===== config.mk =====
export PLATFORM = sky130hd
export DESIGN_NAME = ctrl_status_reg
export DESIGN_NICKNAME = d
export VERILOG_FILES = /design/src/rtl/ctrl_status_pkg.sv /design/src/rtl/ctrl_status_ctl.sv /design/src/rtl/ctrl_status_dp.sv /design/src/rtl/ctrl_status_reg.sv
export SDC_FILE = /design/constraint.sdc
export NUM_CORES = 1
export LEC_CHECK = 0
export BUFFER_PORTS_ARGS = -buffer_cell sky130_fd_sc_hd__buf_2
export CAP_MARGIN = 20
export CELL_PAD_IN_SITES_DETAIL_PLACEMENT = 1
export CELL_PAD_IN_SITES_GLOBAL_PLACEMENT = 2
export CORE_MARGIN = 5
export CORE_UTILIZATION = 15
export CTS_CLUSTER_DIAMETER = 30
export CTS_CLUSTER_SIZE = 8
export DETAILED_ROUTE_END_ITERATION = 16
export GPL_TIMING_DRIVEN = 0
export PLACE_DENSITY_LB_ADDON = 0.15
export SETUP_SLACK_MARGIN = 0.4
export SYNTH_ARGS = -nofsm -noshare
export SYNTH_HDL_FRONTEND = slang
export SYNTH_SLANG_ARGS = --single-unit

===== constraint.sdc =====
create_clock -name clk -period 0.8 [get_ports clk]
set_clock_uncertainty 0.05 [all_clocks]
set_input_delay 0.16 -clock clk [delete_from_list [all_inputs] [get_ports clk]]
set_output_delay 0.16 -clock clk [all_outputs]
set_load 0.1 [all_outputs]

===== src/rtl/ctrl_status_pkg.sv =====
package ctrl_status_pkg;

  localparam int CSR_W      = 32;
  localparam int PWRD_W     = 6;
  localparam int CACHE_W    = 3;
  localparam int ID_W       = 8;

  // Bit positions software depends on
  localparam int GIE_BIT    = 0;
  localparam int PGIE_BIT   = 1;
  localparam int DCC_LSB    = 2;
  localparam int PCC_LSB    = 5;
  localparam int EN_BIT     = 8;
  localparam int SAT_BIT    = 9;
  localparam int PWRD_LSB   = 10;
  localparam int REV_LSB    = 16;
  localparam int CORE_LSB   = 24;

  typedef struct packed {
    logic wrFields;    // software write of writable fields
    logic clrSat;      // software clear of saturation flag
    logic setSat;      // delayed hardware set of saturation flag
    logic saveGie;     // interrupt taken: save and clear enable
    logic restoreGie;  // return from interrupt: restore enable
  } csrStrobes_t;

endpackage


===== src/rtl/ctrl_status_ctl.sv =====
module ctrl_status_ctl
  import ctrl_status_pkg::*;
#(
  parameter int NUM_UNITS = 4
) (
  input  logic                 clk,
  input  logic                 rstN,
  input  logic                 swWrEn,
  input  logic                 swWrSatBit,
  input  logic [NUM_UNITS-1:0] satEvent,
  input  logic [NUM_UNITS-1:0] satCondOk,
  input  logic                 intTaken,
  input  logic                 intReturn,
  output csrStrobes_t          strobes
);

  logic [NUM_UNITS-1:0] qualVec;
  logic                 anySat;
  logic                 satPend;

  // One qualifier gate per functional unit
  for (genvar u = 0; u < NUM_UNITS; u++) begin : g_qual
    assign qualVec[u] = satEvent[u] & satCondOk[u];
  end

  assign anySat = |qualVec;

  // One-cycle delay between a saturation event and the flag update
  always_ff @(posedge clk) begin
    if (!rstN) satPend <= 1'b0;
    else       satPend <= anySat;
  end

  always_comb begin
    strobes            = '0;
    strobes.wrFields   = swWrEn;
    strobes.clrSat     = swWrEn & ~swWrSatBit;
    strobes.setSat     = satPend;
    strobes.saveGie    = intTaken;
    strobes.restoreGie = intReturn & ~intTaken;
  end

  AST_SAT_DELAYED: assert property (@(posedge clk) disable iff (!rstN)
    anySat |=> strobes.setSat) else $error("qualified event not forwarded");

  AST_UNQUAL_IGNORED: assert property (@(posedge clk) disable iff (!rstN)
    ((satEvent & satCondOk) == '0) |=> !strobes.setSat) else $error("unqualified event set flag");

  AST_TAKE_BEATS_RETURN: assert property (@(posedge clk) disable iff (!rstN)
    intTaken |-> !strobes.restoreGie) else $error("return acted during take");

endmodule


===== src/rtl/ctrl_status_dp.sv =====
module ctrl_status_dp
  import ctrl_status_pkg::*;
#(
  parameter logic [ID_W-1:0] CORE_ID = 8'h00,
  parameter logic [ID_W-1:0] REV_ID  = 8'h01
) (
  input  logic                clk,
  input  logic                rstN,
  input  csrStrobes_t         strobes,
  input  logic [CSR_W-1:0]    swWrData,
  input  logic                endianLittle,
  output logic [CSR_W-1:0]    rdData,
  output logic [PWRD_W-1:0]   pwrdMode,
  output logic [CACHE_W-1:0]  pccMode,
  output logic [CACHE_W-1:0]  dccMode,
  output logic                gieOut
);

  logic                satQ;
  logic                gieQ;
  logic                pgieQ;
  logic [PWRD_W-1:0]   pwrdQ;
  logic [CACHE_W-1:0]  pccQ;
  logic [CACHE_W-1:0]  dccQ;

  // Mode fields: plain software-written storage
  always_ff @(posedge clk) begin
    if (!rstN) begin
      pwrdQ <= '0;
      pccQ  <= '0;
      dccQ  <= '0;
    end else if (strobes.wrFields) begin
      pwrdQ <= swWrData[PWRD_LSB +: PWRD_W];
      pccQ  <= swWrData[PCC_LSB +: CACHE_W];
      dccQ  <= swWrData[DCC_LSB +: CACHE_W];
    end
  end

  // Sticky saturation flag: hardware set wins over software clear
  always_ff @(posedge clk) begin
    if (!rstN)               satQ <= 1'b0;
    else if (strobes.setSat) satQ <= 1'b1;
    else if (strobes.clrSat) satQ <= 1'b0;
  end

  // Interrupt enable and its saved copy
  always_ff @(posedge clk) begin
    if (!rstN) begin
      gieQ  <= 1'b0;
      pgieQ <= 1'b0;
    end else if (strobes.saveGie) begin
      pgieQ <= gieQ;
      gieQ  <= 1'b0;
    end else begin
      if (strobes.restoreGie)    gieQ <= pgieQ;
      else if (strobes.wrFields) gieQ <= swWrData[GIE_BIT];
      if (strobes.wrFields)      pgieQ <= swWrData[PGIE_BIT];
    end
  end

  always_comb begin
    rdData                         = '0;
    rdData[CORE_LSB +: ID_W]       = CORE_ID;
    rdData[REV_LSB +: ID_W]        = REV_ID;
    rdData[SAT_BIT]                = satQ;
    rdData[EN_BIT]                 = endianLittle;
    rdData[PCC_LSB +: CACHE_W]     = pccQ;
    rdData[DCC_LSB +: CACHE_W]     = dccQ;
    rdData[PGIE_BIT]               = pgieQ;
    rdData[GIE_BIT]                = gieQ;
  end

  assign pwrdMode = pwrdQ;
  assign pccMode  = pccQ;
  assign dccMode  = dccQ;
  assign gieOut   = gieQ;

  AST_SET_WINS: assert property (@(posedge clk) disable iff (!rstN)
    strobes.setSat |=> satQ) else $error("set lost");

  AST_NO_SW_SET: assert property (@(posedge clk) disable iff (!rstN)
    $rose(satQ) |-> $past(strobes.setSat)) else $error("flag set without event");

  AST_SAT_STICKY: assert property (@(posedge clk) disable iff (!rstN)
    (!strobes.setSat && !strobes.clrSat) |=> $stable(satQ)) else $error("flag changed");

  AST_SAVE_GIE: assert property (@(posedge clk) disable iff (!rstN)
    strobes.saveGie |=> (pgieQ == $past(gieQ)) && !gieQ) else $error("save failed");

  AST_RESTORE_GIE: assert property (@(posedge clk) disable iff (!rstN)
    strobes.restoreGie |=> gieQ == $past(pgieQ)) else $error("restore failed");

endmodule


===== src/rtl/ctrl_status_reg.sv =====
module ctrl_status_reg
  import ctrl_status_pkg::*;
#(
  parameter logic [7:0] CORE_ID   = 8'h00,
  parameter logic [7:0] REV_ID    = 8'h01,
  parameter int         NUM_UNITS = 4
) (
  input  logic                 clk,
  input  logic                 rstN,
  input  logic                 swWrEn,
  input  logic [31:0]          swWrData,
  output logic [31:0]          swRdData,
  input  logic [NUM_UNITS-1:0] satEvent,
  input  logic [NUM_UNITS-1:0] satCondOk,
  input  logic                 intTaken,
  input  logic                 intReturn,
  input  logic                 endianLittle,
  output logic [5:0]           pwrdMode,
  output logic [2:0]           pccMode,
  output logic [2:0]           dccMode,
  output logic                 maskInts
);

  csrStrobes_t strobes;
  logic        gieOut;

  ctrl_status_ctl #(.NUM_UNITS(NUM_UNITS)) ctl_i (
    .clk        (clk),
    .rstN       (rstN),
    .swWrEn     (swWrEn),
    .swWrSatBit (swWrData[SAT_BIT]),
    .satEvent   (satEvent),
    .satCondOk  (satCondOk),
    .intTaken   (intTaken),
    .intReturn  (intReturn),
    .strobes    (strobes)
  );

  ctrl_status_dp #(.CORE_ID(CORE_ID), .REV_ID(REV_ID)) dp_i (
    .clk          (clk),
    .rstN         (rstN),
    .strobes      (strobes),
    .swWrData     (swWrData),
    .endianLittle (endianLittle),
    .rdData       (swRdData),
    .pwrdMode     (pwrdMode),
    .pccMode      (pccMode),
    .dccMode      (dccMode),
    .gieOut       (gieOut)
  );

  assign maskInts = ~gieOut;

  AST_MASK_MATCHES: assert property (@(posedge clk) disable iff (!rstN)
    maskInts == ~swRdData[GIE_BIT]) else $error("mask mismatch");

  AST_PWRD_READS_ZERO: assert property (@(posedge clk) disable iff (!rstN)
    swRdData[15:10] == 6'd0) else $error("power-down field readable");

endmodule


==> flow_metrics.env, run 1 <==
export IMPL_syn_cell_area_um2=897
export IMPL_routed_wirelength_um=2680
export IMPL_start_util_pct=15.3
export IMPL_ff2ff_path_depth=4
export IMPL_layout_commonest_cell="buf_12"
export IMPL_fmaxAchievable_ghz=0.901
export IMPL_finalNetCount=214
export IMPL_dr_pass1_iters=2
export IMPL_htreeDepth=1
export IMPL_antenna_found_initial=0
export IMPL_avgSynthCellArea_um2=9.75
export IMPL_diodes=0
export IMPL_areaGrowthSynthToFinish_pct=116
export IMPL_final_hold_violation_count=0
export IMPL_dr_first_iter_drc_count=5
export IMPL_place_ws_ps=-344
export IMPL_critPathRequiredTime_ps=590
export IMPL_hp_class="in2reg"
export IMPL_cp_data_arrival_time_ps=900
export IMPL_cts_hold_buf=0
export IMPL_violations="negative setup slack"
export IMPL_yosysTopAreaCell="dfxtp_1"
export IMPL_drv_cap=0
export IMPL_period_minus_slack_ps=1110
export IMPL_clockBufferDepth=2
export IMPL_hpwl_um=2080
export IMPL_grt_pass1_wl_um=4200
export IMPL_p_comb_share_pct=52.8
export IMPL_place_congestion=0.658
export IMPL_cts_sinks=16
export IMPL_synth_cell_types=17
export IMPL_syn_inst=92
export IMPL_crit_fanout=3
export IMPL_intPower_mw=1.75
export IMPL_drc_errors=0
export IMPL_grt_overflow=0
export IMPL_die_y_um=87.3
export IMPL_die_width_um=87.3
export IMPL_ir_drop_uv=503
export IMPL_wl_per_cell_um=11.1
export IMPL_dieArea_um2=7630
export IMPL_period_share_pct=139
export IMPL_drtAntennaViolNets=0
export IMPL_seqPwrFrac_pct=28.1
export IMPL_numCtsBuffers=3
export IMPL_p_sw_share_pct=45.2
export IMPL_crit_path_end_kind="output port"
export IMPL_synth_seq_area_share_pct=35.7
export IMPL_grt_max_degree=11
export IMPL_startpoint="dp_i.gieOut$_SDFFE_PP0P_"
export IMPL_cts_tree="yes"
export IMPL_dr_total_vias=793
export IMPL_mostFrequentLayoutCells="buf_12, buf_4, buf_2"
export IMPL_finalPower_mw=3.19
export IMPL_io_buffers=49
export IMPL_synth_top_area_share_pct=35.7
export IMPL_clk_latency_ps=240
export IMPL_reg2reg_from="dp_i.gieOut$_SDFFE_PP0P_"
export IMPL_r2r_slack_ps=-230
export IMPL_outcome="complete, but fails checks"
export IMPL_drive_gt1_share_pct=65.7
export IMPL_synth_warnings=0
export IMPL_fin_ws_ps=-310
export IMPL_routed_via_density=3.29
export IMPL_maxSlewViolCount=0
export IMPL_rsz0062_at_grt="true"
export IMPL_grt_pass1_vias=878
export IMPL_path_class="reg2out"
export IMPL_p_leak_nw=0.919
export IMPL_num_io_pins=91
export IMPL_root_buffer="clkbuf_8"
export IMPL_grtUsageTotal_pct=7.32
export IMPL_power_density_nw_per_um2=1650
export IMPL_start_kind="flop"
export IMPL_cp_endpoint="maskInts"
export IMPL_synth_seq_cells=16
export IMPL_switchingPower_mw=1.44
export IMPL_timing_rr_end="dp_i.gieOut$_SDFFE_PP0P_"
export IMPL_core_um2=5850
export IMPL_postLayoutCoreUtil_pct=33.1
export IMPL_clock_power_share_pct=19.1
export IMPL_rows=28
export IMPL_final_setup_viol_count=23
export IMPL_clk_pin_slew_ps=70
export IMPL_synth_area_leaders="dfxtp_1, buf_4, mux2i_1, nor2b_1, buf_12"
-- worst max-delay path, stage by stage, from the launching register on --
cell and delay, ps:
dfxtp_4 370, clkinvlp_4 110, buf_12 170
-- cells by family after synthesis --
family                 count (synthesis)  share of synthesized area (%)
buffers and inverters                 38                           31.9
DFF                                   16                           35.7
and+or+nand+nor                       15                           10.2
muxes                                 13                           14.5
AOI/OAI and AO/OA                      8                           6.83
other                                  2                          0.837
-- registers in the layout (all words and copies together) (netlist names) --
signal,flops
ctl_i.satPend,1
dp_i.dccMode,3
dp_i.gieOut,1
dp_i.pccMode,3
dp_i.pgieQ,1
dp_i.pwrdMode,6
dp_i.satQ,1
-- what timing repair did --
action | 4_1_cts | 5_1_grt
buffers inserted | 2 | 0
endpoints found under the setup margin | 39 | 39
pin swaps | 5 | 3
resized for setup | 94 | 8
-- cell usage after synthesis --
cell type / instances
nor2b_1: 13
buf_12: 1
a21oi_1: 2
o2111a_1: 1
buf_4: 32
a22oi_1: 2
a21boi_0: 1
nand2b_1: 1
buf_6: 1
inv_1: 3
dfxtp_1: 16
mux2i_1: 13
o211ai_2: 1
o21ai_0: 1
clkbuf_1: 1
conb_1: 2
nand2_1: 1
-- layer usage --
layer,track usage [%],vias up,routed length (um)
met5,0,-,0
met4,4.60,0,9
met3,2.65,2,204
met2,12.7,37,1500
met1,7.38,362,971
li1,-,392,-
-- power by group through the flow --
stage          Combinational, mW  Sequential (mW)  Clock (mW)
2_1_floorplan               1.01             1.15           0
3_3_place_gp                1.42            0.890           0
3_5_place_dp                1.42            0.894           0
4_1_cts                     1.66            0.894       0.657
5_1_grt                     1.74            0.904       0.688
6_report                    1.68            0.897       0.608
-- layout make-up --
| type | count | area (um2) |
|---|---|---|
| fillers | 641 | 3910 |
| repair buffers | 51 | 636 |
| plain buffers | 35 | 400 |
| multi-input cells | 58 | 379 |
| flip-flops and latches | 16 | 372 |
| well taps | 75 | 93.8 |
| clock buffers | 3 | 41.3 |
| inverters | 3 | 15.0 |
-- through the flow --
stage	cells	hold slack [ps]	setup TNS [ps]	area, um2
after floorplan	112	237	-2390	1150
after global placement	236	367	-6600	1490
after detailed placement	236	382	-6990	1490
after CTS	241	110	-5970	1900
final	241	117	-5540	1940
after global routing	241	126	-6320	1940
-- worst min-delay path by stage --
| stage | startpoint | to | slack [ps] | cells after the start |
|---|---|---|---|---|
| floorplan | rstN | dp_i.dccMode[0]$_SDFFE_PN0P_ | 240 | 1 |
| global placement | swWrData[11] | dp_i.pwrdMode[1]$_SDFFE_PN0P_ | 370 | 3 |
| detailed placement | swWrData[15] | dp_i.pwrdMode[5]$_SDFFE_PN0P_ | 380 | 3 |
| CTS | swWrData[6] | dp_i.pccMode[1]$_SDFFE_PN0P_ | 110 | 3 |
| global route | swWrData[3] | dp_i.dccMode[1]$_SDFFE_PN0P_ | 130 | 3 |
| finish | swWrData[6] | dp_i.pccMode[1]$_SDFFE_PN0P_ | 120 | 3 |
Power figures use the tool's default switching activity.
==> inputs of run 2 (changes only) <==
ABC_AREA = 1   (was default)
==> flow_metrics.env, run 2 <==
export IMPL_yosysMostFrequentCell="buf_4"
export IMPL_drc_errors=0
export IMPL_syn_inst=122
export IMPL_grt_pass1_vias=1036
export IMPL_crit_path_end_kind="output port"
export IMPL_period_minus_slack_ps=1120
export IMPL_core_um2=5990
export IMPL_grt_max_degree=11
export IMPL_syn_cell_area_um2=930
export IMPL_drv_cap=0
export IMPL_rows=28
export IMPL_grt_overflow=0
export IMPL_violations="negative setup slack"
export IMPL_largest_register_ffs=6
export IMPL_synthArstFlopShare_pct=0
export IMPL_die_width_um=88.7
export IMPL_numCtsBuffers=3
export IMPL_placed_area_um2=1510
export IMPL_p_leak_nw=1.00
export IMPL_period_share_pct=140
export IMPL_mostFrequentLayoutCells="buf_12, buf_4, conb_1"
export IMPL_hpwl_um=2320
export IMPL_timing_rr_end="dp_i.gieOut$_SDFFE_PP0P_"
export IMPL_drtAntennaViolNets=0
export IMPL_routed_wirelength_um=3090
export IMPL_intPower_mw=1.85
export IMPL_drive_gt1_share_pct=71.6
export IMPL_htreeDepth=1
export IMPL_die_y_um=88.7
export IMPL_reg2reg_from="dp_i.gieOut$_SDFFE_PP0P_"
export IMPL_synth_common_cells="buf_4, nor2_1, dfxtp_1"
export IMPL_synth_area_leaders="dfxtp_1, buf_4, nor2_1, nor2_2, o21ai_1"
export IMPL_dieArea_um2=7870
export IMPL_diodes=0
export IMPL_ff2ff_path_depth=5
export IMPL_path_cells="clkinvlp_4 -> buf_12"
export IMPL_wl_per_cell_um=11.2
export IMPL_grt_pass1_wl_um=4760
export IMPL_fin_area_um2=2100
export IMPL_synth_seq_area_share_pct=34.5
export IMPL_power_density_nw_per_um2=1640
export IMPL_finalPower_mw=3.44
export IMPL_p_comb_share_pct=55.5
export IMPL_fill_cells=691
export IMPL_areaGrowthSynthToFinish_pct=126
export IMPL_start_kind="flop"
export IMPL_cp_slowest_stage_delay_ps=370
export IMPL_grtUsageTotal_pct=7.81
export IMPL_fmaxAchievable_ghz=0.890
export IMPL_fin_ws_ps=-324
export IMPL_maxSlewViolCount=0
export IMPL_path_class="reg2out"
export IMPL_seqPwrFrac_pct=26.9
export IMPL_root_buffer="clkbuf_8"
export IMPL_layout_commonest_cell="buf_12"
export IMPL_start_util_pct=15.5
export IMPL_r2r_slack_ps=-140
export IMPL_cts_tree="yes"
export IMPL_synth_seq_cells=16
export IMPL_synth_top_area_share_pct=34.5
export IMPL_clockBufferDepth=2
export IMPL_p_sw_share_pct=46.3
export IMPL_dr_first_iter_drc_count=6
export IMPL_yosysTopAreaCell="dfxtp_1"
export IMPL_hp_class="in2reg"
export IMPL_synth_warnings=0
export IMPL_critPathRequiredTime_ps=590
export IMPL_final_hold_violation_count=0
export IMPL_synth_edf_count=0
export IMPL_place_congestion=0.727
export IMPL_avgSynthCellArea_um2=7.62
export IMPL_dr_total_vias=948
export IMPL_cts_sinks=16
export IMPL_io_buffers=49
export IMPL_cp_data_arrival_time_ps=910
export IMPL_switchingPower_mw=1.59
export IMPL_outcome="complete, but fails checks"
export IMPL_clk_latency_ps=250
export IMPL_rsz0062_at_grt="true"
export IMPL_dr_pass1_iters=2
export IMPL_ir_drop_uv=568
export IMPL_cp_endpoint="maskInts"
export IMPL_num_io_pins=91
export IMPL_antenna_found_initial=0
export IMPL_crit_fanout=3
export IMPL_clock_power_share_pct=17.6
export IMPL_startpoint="dp_i.gieOut$_SDFFE_PP0P_"
export IMPL_final_setup_viol_count=24
export IMPL_cts_hold_buf=0
export IMPL_synth_cell_types=15
export IMPL_routed_via_density=3.43
export IMPL_finalNetCount=249
export IMPL_fin_setup_tns_ps=-5580
export IMPL_synthFlopType="dfxtp_1"
export IMPL_crit_path_top_delay_cell="dfxtp_4"
export IMPL_clk_pin_slew_ps=70
run 2: cell types whose count changed after synthesis, sizes merged, moves of 2 or more:
cell | previous run | this run
a22oi | 2 | 0
buf | 34 | 36
inv | 3 | 8
mux2i | 13 | 0
nand2 | 1 | 13
nor2 | 0 | 32
nor2b | 13 | 0
o21ai | 1 | 13
run 2: power by group through the flow:
stage	clock, mW	combinational [mW]	sequential [mW]
floorplan	0	1.05	1.21
global placement	0	1.53	0.910
detailed placement	0	1.54	0.914
CTS	0.648	1.87	0.922
global route	0.678	1.98	0.933
finish	0.605	1.91	0.925
run 2: critical path: cells and delay by family, from the launching register on:
family	cells	cell delay [ps]
buffers and inverters	2	290
DFF	1	370
run 2: cell families after synthesis:
kind of cell           count (synthesis)  share of synthesized area (%)
buffers and inverters                 44                           35.4
flip-flops                            16                           34.5
AO/OA/AOI/OAI                         14                           7.94
AND/OR/NAND/NOR                       46                           21.4
other                                  2                          0.808
run 2: worst min-delay path by stage:
stage | startpoint | end | slack, ps | cells after the start
floorplan | rstN | dp_i.pccMode[2]$_SDFFE_PN0P_ | 210 | 2
global route | swWrData[2] | dp_i.dccMode[0]$_SDFFE_PN0P_ | 110 | 3
detailed placement | swWrData[5] | dp_i.pccMode[0]$_SDFFE_PN0P_ | 340 | 3
CTS | swWrData[5] | dp_i.pccMode[0]$_SDFFE_PN0P_ | 80 | 3
global placement | swWrData[5] | dp_i.pccMode[0]$_SDFFE_PN0P_ | 330 | 3
finish | swWrData[5] | dp_i.pccMode[0]$_SDFFE_PN0P_ | 80 | 3
run 2: stage by stage:
stage          setup WS, ps  utilization [%]  hold WS (ps)  std cells
4_1_cts                -319             33.8          75.5        274
3_5_place_dp           -275             25.3           340        266
6_report               -324             35.1          81.9        276
3_3_place_gp           -271             25.3           335        266
2_1_floorplan          -392                -           209        142
5_1_grt                -351             35.1           106        276
run 2: final cells by class:
type                            count  area [um2]  share of cell area [%]
Tap cell                           75        93.8                    4.47
Multi-Input combinational cell     82         430                    20.5
Sequential cell                    16         372                    17.7
Timing Repair Buffer               56         716                    34.1
Buffer                             36         409                    19.5
Inverter                            8        38.8                    1.85
Clock buffer                        3        41.3                    1.97
run 2: per-layer routing:
layer,track usage (%),wire (um),up-vias
met2,14.4,1700,41
met3,2.98,316,0
met4,1.24,0,0
met5,0,0,-
met1,8.57,1070,432
li1,-,-,475
run 2: what timing repair did:
action                     in CTS  in global routing
setup endpoints to repair      39                 39
resized for setup             112                 15
setup buffers                   5                  2
pin swaps                       7                  7
gates cloned                    0                  0
